[src/rtl/sram_ctrl_pkg.sv]
package sram_ctrl_pkg;

  typedef enum logic [1:0] {
    OP_PLAIN = 2'b00,
    OP_SET   = 2'b01,
    OP_CLR   = 2'b10,
    OP_TAS   = 2'b11
  } bitop_e;

  typedef enum logic [1:0] {
    PATH_READ,
    PATH_DIRECT,
    PATH_RMW,
    PATH_NONE
  } path_e;

  typedef enum logic [2:0] {
    ST_IDLE,
    ST_READ,
    ST_TAIL,
    ST_MERGE,
    ST_WRITE
  } seq_state_e;

endpackage

[src/rtl/sram_req_decode.sv]
module sram_req_decode
  import sram_ctrl_pkg::*;
#(
  parameter int LANES = 4
) (
  input  logic             is_write,
  input  logic [2:0]       addr_top,
  input  logic [LANES-1:0] lane_en,
  output path_e            path,
  output bitop_e           op
);

  always_comb begin
    op = addr_top[2] ? bitop_e'(addr_top[1:0]) : OP_PLAIN;
    if (!is_write)           path = PATH_READ;
    else if (op != OP_PLAIN) path = PATH_RMW;
    else if (&lane_en)       path = PATH_DIRECT;
    else if (lane_en == '0)  path = PATH_NONE;
    else                     path = PATH_RMW;
  end

endmodule

[src/rtl/sram_lane_merge.sv]
module sram_lane_merge
  import sram_ctrl_pkg::*;
#(
  parameter int LANES = 4
) (
  input  logic [8*LANES-1:0] old_word,
  input  logic [8*LANES-1:0] new_word,
  input  logic [LANES-1:0]   lane_en,
  input  bitop_e             op,
  output logic [8*LANES-1:0] merged
);

  logic [8*LANES-1:0] lane_mix;

  for (genvar i = 0; i < LANES; i++) begin : g_lane
    assign lane_mix[8*i +: 8] = lane_en[i] ? new_word[8*i +: 8] : old_word[8*i +: 8];
  end

  always_comb begin
    case (op)
      OP_SET:  merged = old_word | new_word;
      OP_CLR:  merged = old_word & ~new_word;
      OP_TAS:  merged = old_word | new_word;
      default: merged = lane_mix;
    endcase
  end

endmodule

[src/rtl/sram_word_ctrl.sv]
module sram_word_ctrl
  import sram_ctrl_pkg::*;
#(
  parameter int ADDR_W    = 16,
  parameter int LANES     = 4,
  parameter int MAX_BURST = 8
) (
  input  logic                         clk,
  input  logic                         rst_n,
  input  logic                         req_valid,
  output logic                         req_ready,
  input  logic                         req_write,
  input  logic [31:0]                  req_addr,
  input  logic [LANES-1:0]             req_be,
  input  logic [8*LANES-1:0]           req_wdata,
  input  logic [$clog2(MAX_BURST)-1:0] req_len,
  output logic                         rsp_valid,
  output logic [8*LANES-1:0]           rsp_rdata,
  output logic                         sram_cs_n,
  output logic                         sram_oe_n,
  output logic                         sram_we_n,
  output logic [ADDR_W-1:0]            sram_addr,
  output logic [8*LANES-1:0]           sram_wdata,
  input  logic [8*LANES-1:0]           sram_rdata
);

  localparam int DATA_W = 8 * LANES;
  localparam int LEN_W  = $clog2(MAX_BURST);

  // reset: asynchronous assert, synchronous release
  logic [1:0] rst_pipe_q;
  logic       rst_n_s;

  always_ff @(posedge clk or negedge rst_n) begin
    if (!rst_n) rst_pipe_q <= '0;
    else        rst_pipe_q <= {rst_pipe_q[0], 1'b1};
  end
  assign rst_n_s = rst_pipe_q[1];

  // request decode
  path_e  dec_path;
  bitop_e dec_op;

  sram_req_decode #(.LANES(LANES)) u_decode (
    .is_write (req_write),
    .addr_top (req_addr[31:29]),
    .lane_en  (req_be),
    .path     (dec_path),
    .op       (dec_op)
  );

  logic unused_addr_bits;
  assign unused_addr_bits = ^{req_addr[28:ADDR_W+2], req_addr[1:0]};

  // sequence state
  seq_state_e          state_q, state_d;
  logic [ADDR_W-1:0]   addr_q, addr_d;
  logic [DATA_W-1:0]   wdata_q, wdata_d;
  logic [LANES-1:0]    be_q, be_d;
  bitop_e              op_q, op_d;
  logic [LEN_W-1:0]    len_q, len_d;
  logic [LEN_W-1:0]    beat_q, beat_d;
  logic                is_rd_q, is_rd_d;
  logic                rsp_pend_q, rsp_pend_d;
  logic                ld_en;
  logic [DATA_W-1:0]   merged_word;

  sram_lane_merge #(.LANES(LANES)) u_merge (
    .old_word (sram_rdata),
    .new_word (wdata_q),
    .lane_en  (be_q),
    .op       (op_q),
    .merged   (merged_word)
  );

  assign req_ready = (state_q == ST_IDLE);

  always_comb begin
    state_d = state_q;
    addr_d  = addr_q;
    wdata_d = wdata_q;
    be_d    = be_q;
    op_d    = op_q;
    len_d   = len_q;
    beat_d  = beat_q;
    is_rd_d = is_rd_q;
    ld_en   = 1'b0;
    case (state_q)
      ST_IDLE: begin
        if (req_valid) begin
          ld_en   = 1'b1;
          addr_d  = req_addr[ADDR_W+1:2];
          wdata_d = req_wdata;
          be_d    = req_be;
          op_d    = dec_op;
          len_d   = req_len;
          beat_d  = '0;
          is_rd_d = !req_write;
          case (dec_path)
            PATH_READ, PATH_RMW: state_d = ST_READ;
            PATH_DIRECT:         state_d = ST_WRITE;
            default:             state_d = ST_IDLE;
          endcase
        end
      end
      ST_READ: begin
        ld_en = 1'b1;
        if (is_rd_q && beat_q != len_q) begin
          beat_d = beat_q + 1'b1;
          addr_d = addr_q + 1'b1;
        end else begin
          state_d = is_rd_q ? ST_TAIL : ST_MERGE;
        end
      end
      ST_MERGE: begin
        ld_en   = 1'b1;
        wdata_d = merged_word;
        state_d = ST_WRITE;
      end
      default: state_d = ST_IDLE;
    endcase
  end

  assign rsp_pend_d = (state_q == ST_READ) && is_rd_q;

  always_ff @(posedge clk or negedge rst_n_s) begin
    if (!rst_n_s) begin
      state_q    <= ST_IDLE;
      rsp_pend_q <= 1'b0;
    end else begin
      state_q    <= state_d;
      rsp_pend_q <= rsp_pend_d;
    end
  end

  always_ff @(posedge clk or negedge rst_n_s) begin
    if (!rst_n_s) begin
      addr_q  <= '0;
      wdata_q <= '0;
      be_q    <= '0;
      op_q    <= OP_PLAIN;
      len_q   <= '0;
      beat_q  <= '0;
      is_rd_q <= 1'b0;
    end else if (ld_en) begin
      addr_q  <= addr_d;
      wdata_q <= wdata_d;
      be_q    <= be_d;
      op_q    <= op_d;
      len_q   <= len_d;
      beat_q  <= beat_d;
      is_rd_q <= is_rd_d;
    end
  end

  // SRAM pins and response
  assign sram_cs_n  = !((state_q == ST_READ) || (state_q == ST_WRITE));
  assign sram_oe_n  = (state_q != ST_READ);
  assign sram_we_n  = (state_q != ST_WRITE);
  assign sram_addr  = addr_q;
  assign sram_wdata = wdata_q;
  assign rsp_valid  = rsp_pend_q || ((state_q == ST_MERGE) && (op_q == OP_TAS));
  assign rsp_rdata  = sram_rdata;

  // assertions
  assert_oe_off_in_write_R11: assert property (@(posedge clk) disable iff (!rst_n_s)
    !sram_we_n |-> (sram_oe_n && !sram_cs_n));

  assert_no_cycle_when_ready_R10: assert property (@(posedge clk) disable iff (!rst_n_s)
    req_ready |-> sram_cs_n);

  assert_burst_addr_step_R3: assert property (@(posedge clk) disable iff (!rst_n_s)
    (!sram_oe_n && $past(!sram_oe_n)) |-> (sram_addr == ADDR_W'($past(sram_addr) + 1'b1)));

  assert_rsp_follows_read_R2: assert property (@(posedge clk) disable iff (!rst_n_s)
    rsp_valid |-> $past(!sram_cs_n && !sram_oe_n));

  assert_writeback_after_read_R5: assert property (@(posedge clk) disable iff (!rst_n_s)
    (!sram_we_n && $past(!req_ready)) |-> ($past(!sram_oe_n, 2) && $past(sram_cs_n)));

  assert_zero_lane_no_cycle_R6: assert property (@(posedge clk) disable iff (!rst_n_s)
    (req_valid && req_ready && req_write && (req_be == '0) && !req_addr[31])
      |=> (sram_cs_n && req_ready));

endmodule

[config.mk]
export PLATFORM = sky130hd
export DESIGN_NAME = sram_word_ctrl
export DESIGN_NICKNAME = d
export VERILOG_FILES = /design/src/rtl/sram_ctrl_pkg.sv /design/src/rtl/sram_req_decode.sv /design/src/rtl/sram_lane_merge.sv /design/src/rtl/sram_word_ctrl.sv
export SDC_FILE = /design/constraint.sdc
export NUM_CORES = 1
export LEC_CHECK = 0
export BUFFER_PORTS_ARGS = -buffer_cell sky130_fd_sc_hd__buf_2
export CELL_PAD_IN_SITES_DETAIL_PLACEMENT = 1
export CELL_PAD_IN_SITES_GLOBAL_PLACEMENT = 1
export CORE_MARGIN = 5
export CORE_UTILIZATION = 30
export DETAILED_ROUTE_END_ITERATION = 7
export GPL_ROUTABILITY_DRIVEN = 0
export PLACE_DENSITY_LB_ADDON = 0.1
export SLEW_MARGIN = 20
export SYNTH_ARGS = -nofsm -noshare
export SYNTH_HDL_FRONTEND = slang
export SYNTH_SLANG_ARGS = --single-unit
[constraint.sdc]
create_clock -name clk -period 1.93 [get_ports clk]
set_input_delay 0.2895 -clock clk [delete_from_list [all_inputs] [get_ports clk]]
set_output_delay 0.2895 -clock clk [all_outputs]
set_load 0.02 [all_outputs]
==> results by group, run 1 <==
Die
  – Initial Util: 30.5%
  – Die width: 126 um
  – Ports: 192
  – Rows: 42
  – Die H: 126 um
  – Core Footprint: 0.0131 sq mm
  – Die area: 0.0158 sq mm

Synthesis
  – Synthesized area: 0.00400 sq mm
  – Synthesized Nets: 550
  – Syn Inst Count: 441
  – Register area share after synthesis: 41.9%
  – Synth unique cells: 46
  – Post-synthesis area per instance: 9.08 sq um
  – Syn. warnings: 0
  – FF+latch count, synth: 67

Detailed routing
  – Wirelength per Cell: 17.0 um
  – TritonRoute pass-1 iters: 4
  – WL final: 13100 um
  – Drc violations: 0
  – Via density: 4.97
  – Via count: 3825
  – Drt initial violations: 168
  – Post-DRT Antenna Nets: 0

Timing
  – Setup TNS: 0 ns
  – Hold Violations, Final: 0
  – Least-Margin Pin Slew: 0.550 ns
  – Final worst slack: 0.109 ns
  – Setup Viol. Count Final: 0
  – Period utilization: 94.4%
  – Clock Skews: 0.00893 ns
  – Min Tclk post-route: 1.82 ns
  – Unrepaired setup endpoints after global routing: false
  – Slew HR: 63.3%
  – FMAX: 549 MHz
  – Max-slew violation count: 0

Clocking
  – CTS clk-pin slew, worst paths: 0.05 ns
  – Clock tree buffer depth: 2
  – CTS sink cnt: 67
  – Root Buffer: clkbuf_16
  – Worst-Skew Late Latency: 0.33 ns
  – CTS Buf Count: 9
  – H-tree Lvls: 3
  – Setup bufs post-CTS: 0
  – CTS tree: done

Place
  – Setup WS pre-CTS: 0.158 ns
  – Port Buffers: 178
  – DP HPWL: 9570 um

Finish
  – Final core occ: 39.6%
  – P&R area growth vs syn: 30.0%
  – Final #Nets: 698
  – Diode count: 0
  – Layout cells sized above 1: 43.4%

Setup path
  – CP Data Required Time: 1.64 ns
  – CP Capture Type: output port
  – Worst-path fanout max: 33
  – WS Path Type: flip-flop to output port
  – Worst setup SP type: flip-flop
  – Arr. time, crit path: 1.53 ns

Pwr
  – Max IR drop VDD: 782 uV
  – Pleak: 0.00254 uW
  – Total power per unit cell area: 1750 mW/mm^2
  – Final Power: 9100 uW

Global route
  – Initial antenna violation count: 1
  – Vias in the first global route: 4017
  – All-layer global routing usage: 16.3%
  – GRT Residual Overflow: 0
  – First-pass GRT wire length: 21000 um
  – Pin count of the biggest net entering global routing: 40

Run status
  – Status: completed

Worst hold path
  – Min-delay worst type: primary input to flip-flop

Run
  – Max Cap Violations: 0
[Yosys cell counts (all sizes together)]
library cell	count	area, sq um
mux2	39	454
nand3	11	55.1
mux2i	1	10.0
and3	3	18.8
a31oi	3	18.8
nor2	10	40.0
o221ai	1	8.76
a2bb2oi	9	78.8
and2	1	6.26
ha	2	25.0
clkbuf	6	22.5
a32oi	1	8.76
dfrtp	67	1680
conb	1	3.75
a21o	1	7.51
nand4	2	12.5
xnor2	3	26.3
nand3b	1	11.3
nor2b	1	6.26
and4	1	8.76
a22oi	32	240
inv	3	11.3
nand2b	1	6.26
or4	1	7.51
a21oi	19	98.9
or3	2	17.5
o21bai	1	7.51
o21ai	51	259
nor3b	2	15.0
o21a	3	22.5
o22ai	8	50.1
a32o	1	10.0
buf	50	345
nor3	2	20.0
nand2	101	392
[critical path, stage by stage (launching register included)]
cell and delay (ns):
dfrtp_1 0.44, nand3b_4 0.22, buf_12 0.19, o21bai_1 0.17
buf_4 0.18
[sequential cells by signal (all words and copies together), names as in the netlist]
register and flops:
is_rd_q 1, len_q 3, op_q 2, sram_wdata 32, be_q 4, rsp_pend_q 1
beat_q 3, rst_pipe_q 2, sram_addr 16, state_q 3
[power breakdown]
group / switching [uW] / internal, uW
registers: 713 / 2100
clock network: 595 / 937
logic: 2750 / 2010
total: 4050 / 5050
[routing by layer]
layer | wire [um] | vias up | GRT usage (%)
met4 | 201 | 2 | 5.74
met1 | 5650 | 1859 | 20.1
met3 | 764 | 16 | 3.45
li1 | - | 1835 | -
met2 | 6450 | 113 | 28.2
met5 | 7 | - | 0
[logic make-up (layout without fill, tap and decap cells)]
logic type | after synthesis | count (layout) | share of synthesized area (%)
XOR/XNOR | 3 | 3 | 0.657
buffers and inverters | 59 | 212 | 9.47
flip-flops | 67 | 67 | 41.9
AO/OA/AOI/OAI | 130 | 130 | 20.3
adder cells (fa/ha/maj) | 2 | 2 | 0.625
AND/OR/NAND/NOR | 139 | 139 | 15.4
multiplexers | 40 | 40 | 11.6
other | 1 | 1 | 0.0937
[area by class of cell]
class	count	area, sq um
clock buffers	14	264
clock inverters	2	10.0
fillers	1599	7940
inverters	3	13.8
multi-input cells	315	1960
flip-flops and latches	67	1680
well taps	176	220
repair buffers	193	1060
[through the flow]
| step | instances | cell area (sq um) | hold WS, ns |
|---|---|---|---|
| 2_1_floorplan | 441 | 4000 | -0.00609 |
| 3_3_place_gp | 752 | 4870 | 0.0755 |
| 3_5_place_dp | 752 | 4870 | 0.0774 |
| 4_1_cts | 770 | 5200 | 0.183 |
| 5_1_grt | 770 | 5200 | 0.183 |
| 6_report | 770 | 5200 | 0.187 |
[layout by cell type, fill, tap and decap left out, types with 4 or more instances in the layout]
cell type / count
dfrtp_1: 64
nand2_2: 5
buf_2: 177
nand3_1: 11
a22oi_1: 32
a2bb2oi_1: 9
clkbuf_16: 9
nor2_1: 9
a21oi_1: 18
mux2_4: 4
o21ai_0: 48
nand2_1: 96
buf_4: 12
o22ai_1: 8
mux2_2: 32
[path summary, 6_finish.rpt]
kind	startpoint	end	slack, ns	cells after the start
hold / removal	req_write	is_rd_q	0.19	2
max in group asynchronous	rst_pipe_q[1]	state_q[1]	1.18	1
setup reg to reg	state_q[0]	sram_wdata[31]	0.20	5
min in group asynchronous	rst_n	rst_pipe_q[0]	0.27	2
setup / recovery	state_q[2]	rsp_valid	0.11	4
hold reg to reg	rst_pipe_q[1]	len_q[2]	0.27	1
[timing repair]
item,in CTS,in global routing
cloned,1,0
endpoints found under the setup margin,1,2
hold buffers,1,0
endpoints found under the hold margin,2,0
gates resized for setup,2,4
No activity file was read; power rests on OpenSTA's default activity.
==> inputs of run 2 (changes only) <==
Settings changed: CORE_UTILIZATION 30 to 33, SYNTH_HIERARCHICAL from default to 1.
==> run 2 against run 1 <==
Compared with the run above:
- first-iteration DRC count increased by 26%
- total power increased by 22%
- maximum frequency decreased by 1.5%
- core utilization increased by 2.5 points
- clock-buffer cell count increased by 1
- clock power increased by 15%
- critical path depth increased by 2
- non-clock buffer count increased by 12
- setup slack got worse by 0.027 ns
- critical endpoint is now sram_addr[9]
==> results by group, run 2 <==
Setup path
  – Critical path buffers and inverters: 1
  – WS Path Type: flip-flop to flip-flop
  – Highest-delay cell along the critical path: dfrtp_1
  – Crit-path cells: xor2_1 > o311ai_4 > nor2b_2 > buf_12 > a21oi_1 > o2bb2a_1
  – Max incr delay on CP: 0.42 ns
  – RR Startpoint: beat_q[0]
  – Worst-path fanout max: 15
  – CP Data Required Time: 2.15 ns
  – Arr. time, crit path: 2.07 ns
  – CP Capture Type: flip-flop
  – Worst setup SP type: flip-flop
  – Crit path launch: beat_q[0]
  – Crit path max-delay family: compound AO/OA/AOI/OAI gates

Detailed routing
  – WL final: 15000 um
  – Via density: 5.23
  – TritonRoute pass-1 iters: 4
  – Post-DRT Antenna Nets: 0
  – Wirelength per Cell: 17.8 um
  – Drc violations: 0
  – Via count: 4411
  – Drt initial violations: 211

Global route
  – GRT Residual Overflow: 0
  – Pin count of the biggest net entering global routing: 66
  – First-pass GRT wire length: 24800 um
  – Initial antenna violation count: 0
  – Vias in the first global route: 4758
  – All-layer global routing usage: 17.2%

Timing
  – Setup TNS: 0 ns
  – Min Tclk post-route: 1.85 ns
  – Hold Violations, Final: 0
  – Final worst slack: 0.0818 ns
  – Period utilization: 95.8%
  – FMAX: 541 MHz
  – Unrepaired setup endpoints after global routing: true
  – Setup Viol. Count Final: 0
  – Clock Skews: 0.00380 ns
  – Max-slew violation count: 0

Run status
  – Status: completed

Synthesis
  – FFs w/ async S/R, synth: 100%
  – Synthesized area: 0.00488 sq mm
  – Synthesized Nets: 616
  – Syn. warnings: 6
  – Synth cell count leaders: dfrtp_1, a21oi_1, nor2_1
  – Syn Inst Count: 507
  – Register area share after synthesis: 34.4%
  – Synth unique cells: 55
  – FF+latch count, synth: 67
  – Main synth FF type: dfrtp_1
  – Most common cell in the netlist: dfrtp_1
  – Area leader, netlist: dfrtp_1
  – Top cell type's share of synthesized area: 34.4%
  – Post-synth EDFFs: 0
  – Post-synthesis area per instance: 9.62 sq um
  – Largest cells by area after synthesis: dfrtp_1, a221oi_2, mux2i_1

Place
  – Setup WS pre-CTS: 0.0795 ns
  – Port Buffers: 178
  – DP HPWL: 11000 um

Die
  – Rows: 44
  – Core Footprint: 0.0145 sq mm
  – Die H: 132 um
  – Ports: 192
  – Die area: 0.0173 sq mm
  – Initial Util: 33.5%
  – Die width: 132 um

Finish
  – Commonest non-fill, non-tap cell in the layout: buf_2
  – P&R area growth vs syn: 25.6%
  – Fillers: 1722
  – Multi-input gate area: 0.00255 sq mm
  – Final #Nets: 763
  – Most frequent cells in the layout: buf_2, dfrtp_1, a21oi_1
  – Diode count: 0
  – FF/Latch Area: 0.00168 sq mm
  – Largest register FFs: 32
  – Layout cells sized above 1: 43.9%

Clocking
  – CTS tree: done
  – H-tree Lvls: 3
  – Worst-Skew Late Latency: 0.34 ns
  – CTS sink cnt: 67
  – Clock tree buffer depth: 2
  – CTS clk-pin slew, worst paths: 0.06 ns
  – CTS Buf Count: 9
  – Root Buffer: clkbuf_16

Pwr
  – Max IR drop VDD: 729 uV
  – Pleak: 0.00271 uW
  – Total power per unit cell area: 1810 mW/mm^2
  – Final Power: 11100 uW

Worst hold path
  – Min-delay worst type: primary input to flip-flop
  – Hold_sp: req_write

Run
  – Max Cap Violations: 0
==> run 2: cell types whose count changed after synthesis, moves of 14 or more <==
cell,previous run,this run
nand2_1,96,17
nor2_1,9,46
a21oi_1,18,53
inv_1,1,35
mux2i_1,1,34
a22oi_1,32,0
a221oi_2,0,30
mux2_2,32,9
nor4b_1,0,18
buf_6,2,16
nor4b_2,0,14
==> run 2: final timing paths <==
check	to	slack [ns]	cells past startpoint
min reg2reg	sram_wdata[30]	0.28	1
max in group asynchronous	sram_wdata[2]	1.40	1
min	is_rd_q	0.16	2
max reg2reg	sram_addr[9]	0.08	6
max	sram_addr[9]	0.08	6
min in group asynchronous	rst_pipe_q[1]	0.26	2
==> run 2: layout make-up <==
type / instances / area share, %
Multi-Input combinational cell: 335 / 41.6
Sequential cell: 67 / 27.4
Timing Repair Buffer: 205 / 19.8
Clock buffer: 15 / 4.70
Tap cell: 184 / 3.76
Inverter: 36 / 2.27
Clock inverter: 1 / 0.490
==> run 2: logic make-up after synthesis <==
logic type | after synthesis | share of synthesized area (%)
flops | 67 | 34.4
mux | 43 | 9.06
compound gates | 161 | 24.5
xor+xnor | 3 | 0.539
other cells | 1 | 0.0769
simple gates | 125 | 17.4
fa+ha+maj | 2 | 0.513
buf+inv | 105 | 13.5
==> run 2: report_power, final <==
group,switching (uW),internal (uW),leakage (uW)
sequential,1020,2100,0.000772
clock,613,1140,0.000156
combinational,3440,2750,0.00178
total,5080,5990,0.00271
==> run 2: through the flow <==
step	instances	util [%]	area [sq um]	hold slack, ns
floorplan	507	-	4880	-0.00609
global placement	821	39.5	5750	0.0762
global route	843	42.1	6130	0.155
finish	843	42.1	6130	0.160
detailed placement	821	39.5	5750	0.0780
CTS	841	42.0	6100	0.140
==> run 2: repair_timing <==
action | 4_1_cts | 5_1_grt
setup buffers | 3 | 2
pin swaps | 1 | 1
hold buffers | 1 | 0
resized for setup | 1 | 3
endpoints found under the setup margin | 2 | 5
endpoints found under the hold margin | 2 | 0
cloned | 0 | 0
==> run 2: routing by layer <==
layer | routed length (um) | vias up | track usage [%]
met5 | 0 | - | 0
met4 | 136 | 0 | 3.54
met3 | 794 | 10 | 5.28
met2 | 7640 | 106 | 30.5
met1 | 6470 | 2174 | 20.6
li1 | - | 2121 | -
==> inputs of run 3 (changes only) <==
Settings changed: CORE_UTILIZATION 33 to 35.
Clock period 1.93 ns to 2.2 ns, I/O delays scaled along.
==> run 3 against run 2 <==
Compared with the run above:
- worst hold slack improved by 0.040 ns
- routed wire length fell by 2.1%
- critical path type is now flip-flop to output port
- die area fell by 5.3%
- setup slack improved by 0.094 ns
- flip-flop and latch count unchanged
==> results by group, run 3 (synthesis gave the netlist of run 2 again) <==
Run status
  – Status: completed

Pwr
  – Total power per unit cell area: 1560 mW/mm^2
  – Final Power: 9180 uW
  – Pleak: 0.00261 uW
  – Max IR drop VDD: 669 uV

Die
  – Initial Util: 35.4%
  – Die area: 0.0164 sq mm
  – Die H: 128 um
  – Core Footprint: 0.0138 sq mm
  – Die width: 128 um
  – Rows: 43
  – Ports: 192

Place
  – Port Buffers: 178
  – DP HPWL: 10700 um
  – Setup WS pre-CTS: 0.0525 ns

Clocking
  – Root Buffer: clkbuf_16
  – CTS clk-pin slew, worst paths: 0.05 ns
  – Worst-Skew Late Latency: 0.34 ns
  – Clock tree buffer depth: 2
  – H-tree Lvls: 3
  – CTS sink cnt: 67
  – CTS Buf Count: 9
  – CTS tree: done

Setup path
  – CP Data Required Time: 1.87 ns
  – WS Path Type: flip-flop to output port
  – Crit path max-delay family: buffers and inverters
  – Worst setup SP type: flip-flop
  – Highest-delay cell along the critical path: dfrtp_1
  – Crit-path cells: nor3b_4 > inv_1 > buf_2
  – Arr. time, crit path: 1.69 ns
  – Critical path buffers and inverters: 2
  – Worst-path fanout max: 16
  – CP Capture Type: output port
  – Max incr delay on CP: 0.45 ns

Detailed routing
  – Via count: 4325
  – Via density: 5.23
  – TritonRoute pass-1 iters: 4
  – Drc violations: 0
  – Wirelength per Cell: 17.8 um
  – WL final: 14700 um
  – Drt initial violations: 204
  – Post-DRT Antenna Nets: 0

Run
  – Max Cap Violations: 0

Timing
  – Final worst slack: 0.176 ns
  – Unrepaired setup endpoints after global routing: false
  – Clock Skews: 0.00735 ns
  – FMAX: 494 MHz
  – Least-Margin Pin Slew: 0.695 ns
  – Setup TNS: 0 ns
  – Min Tclk post-route: 2.02 ns
  – Hold Violations, Final: 0
  – Setup Viol. Count Final: 0
  – Period utilization: 92.0%
  – Slew HR: 53.7%
  – Max-slew violation count: 0

Global route
  – Pin count of the biggest net entering global routing: 66
  – Initial antenna violation count: 1
  – GRT Residual Overflow: 0
  – All-layer global routing usage: 18.2%
  – First-pass GRT wire length: 23900 um
  – Vias in the first global route: 4636

Finish
  – Layout cells sized above 1: 42.1%
  – Most frequent cells in the layout: buf_2, dfrtp_1, a21oi_1
  – Commonest non-fill, non-tap cell in the layout: buf_2
  – P&R area growth vs syn: 21.1%
  – Final #Nets: 750
  – Largest register FFs: 32

Worst hold path
  – Min-delay worst type: primary input to flip-flop
-- run 3: power breakdown --
part	switching (uW)	total, uW	leakage, uW	internal, uW
Sequential	905	2750	0.000772	1840
Clock	541	1330	0.000133	789
Combinational	2930	5110	0.00170	2170
Total	4380	9180	0.00261	4810
-- run 3: path summary, 6_finish.rpt --
kind	start	depth (start not counted)	to	slack, ns
max	state_q[2]	3	sram_oe_n	0.18
min	req_write	2	is_rd_q	0.20
max reg2reg	state_q[2]	6	sram_wdata[29]	0.26
min reg2reg	rst_pipe_q[1]	0	sram_wdata[28]	0.30
max in group asynchronous	rst_pipe_q[1]	1	sram_wdata[10]	1.31
min in group asynchronous	rst_n	2	rst_pipe_q[1]	0.29
-- run 3: metrics by stage --
step / hold slack (ns) / utilization [%] / std cells / cell area (sq um)
after CTS: 0.187 / 42.8 / 826 / 5900
after global placement: 0.115 / 40.8 / 809 / 5620
after detailed placement: 0.117 / 40.8 / 809 / 5620
after floorplan: 0.0344 / - / 507 / 4880
after global routing: 0.200 / 42.9 / 827 / 5910
final: 0.200 / 42.9 / 827 / 5910
-- run 3: final cells by class --
| class | instances | area, sq um |
|---|---|---|
| sequential | 67 | 1680 |
| tap | 180 | 225 |
| clock inverter | 3 | 15.0 |
| antenna | 1 | 2.50 |
| timing repair buffer | 192 | 1050 |
| inverter | 36 | 135 |
| clock buffer | 13 | 250 |
| multi-input combinational | 335 | 2550 |
| fill | 1675 | 7870 |
-- run 3: per-layer routing --
layer | vias to the layer above | wire length, um | track usage, %
li1 | 2093 | - | -
met1 | 2123 | 6370 | 23.0
met2 | 97 | 7450 | 31.5
met3 | 12 | 691 | 3.17
met4 | 0 | 206 | 5.62
met5 | - | 0 | 0
-- run 3: timing repair --
action	CTS	global route
buffers inserted	0	0
endpoints found under the setup margin	0	2
hold buffers	1	0
endpoints found under the hold margin	2	0
gates resized for setup	0	1
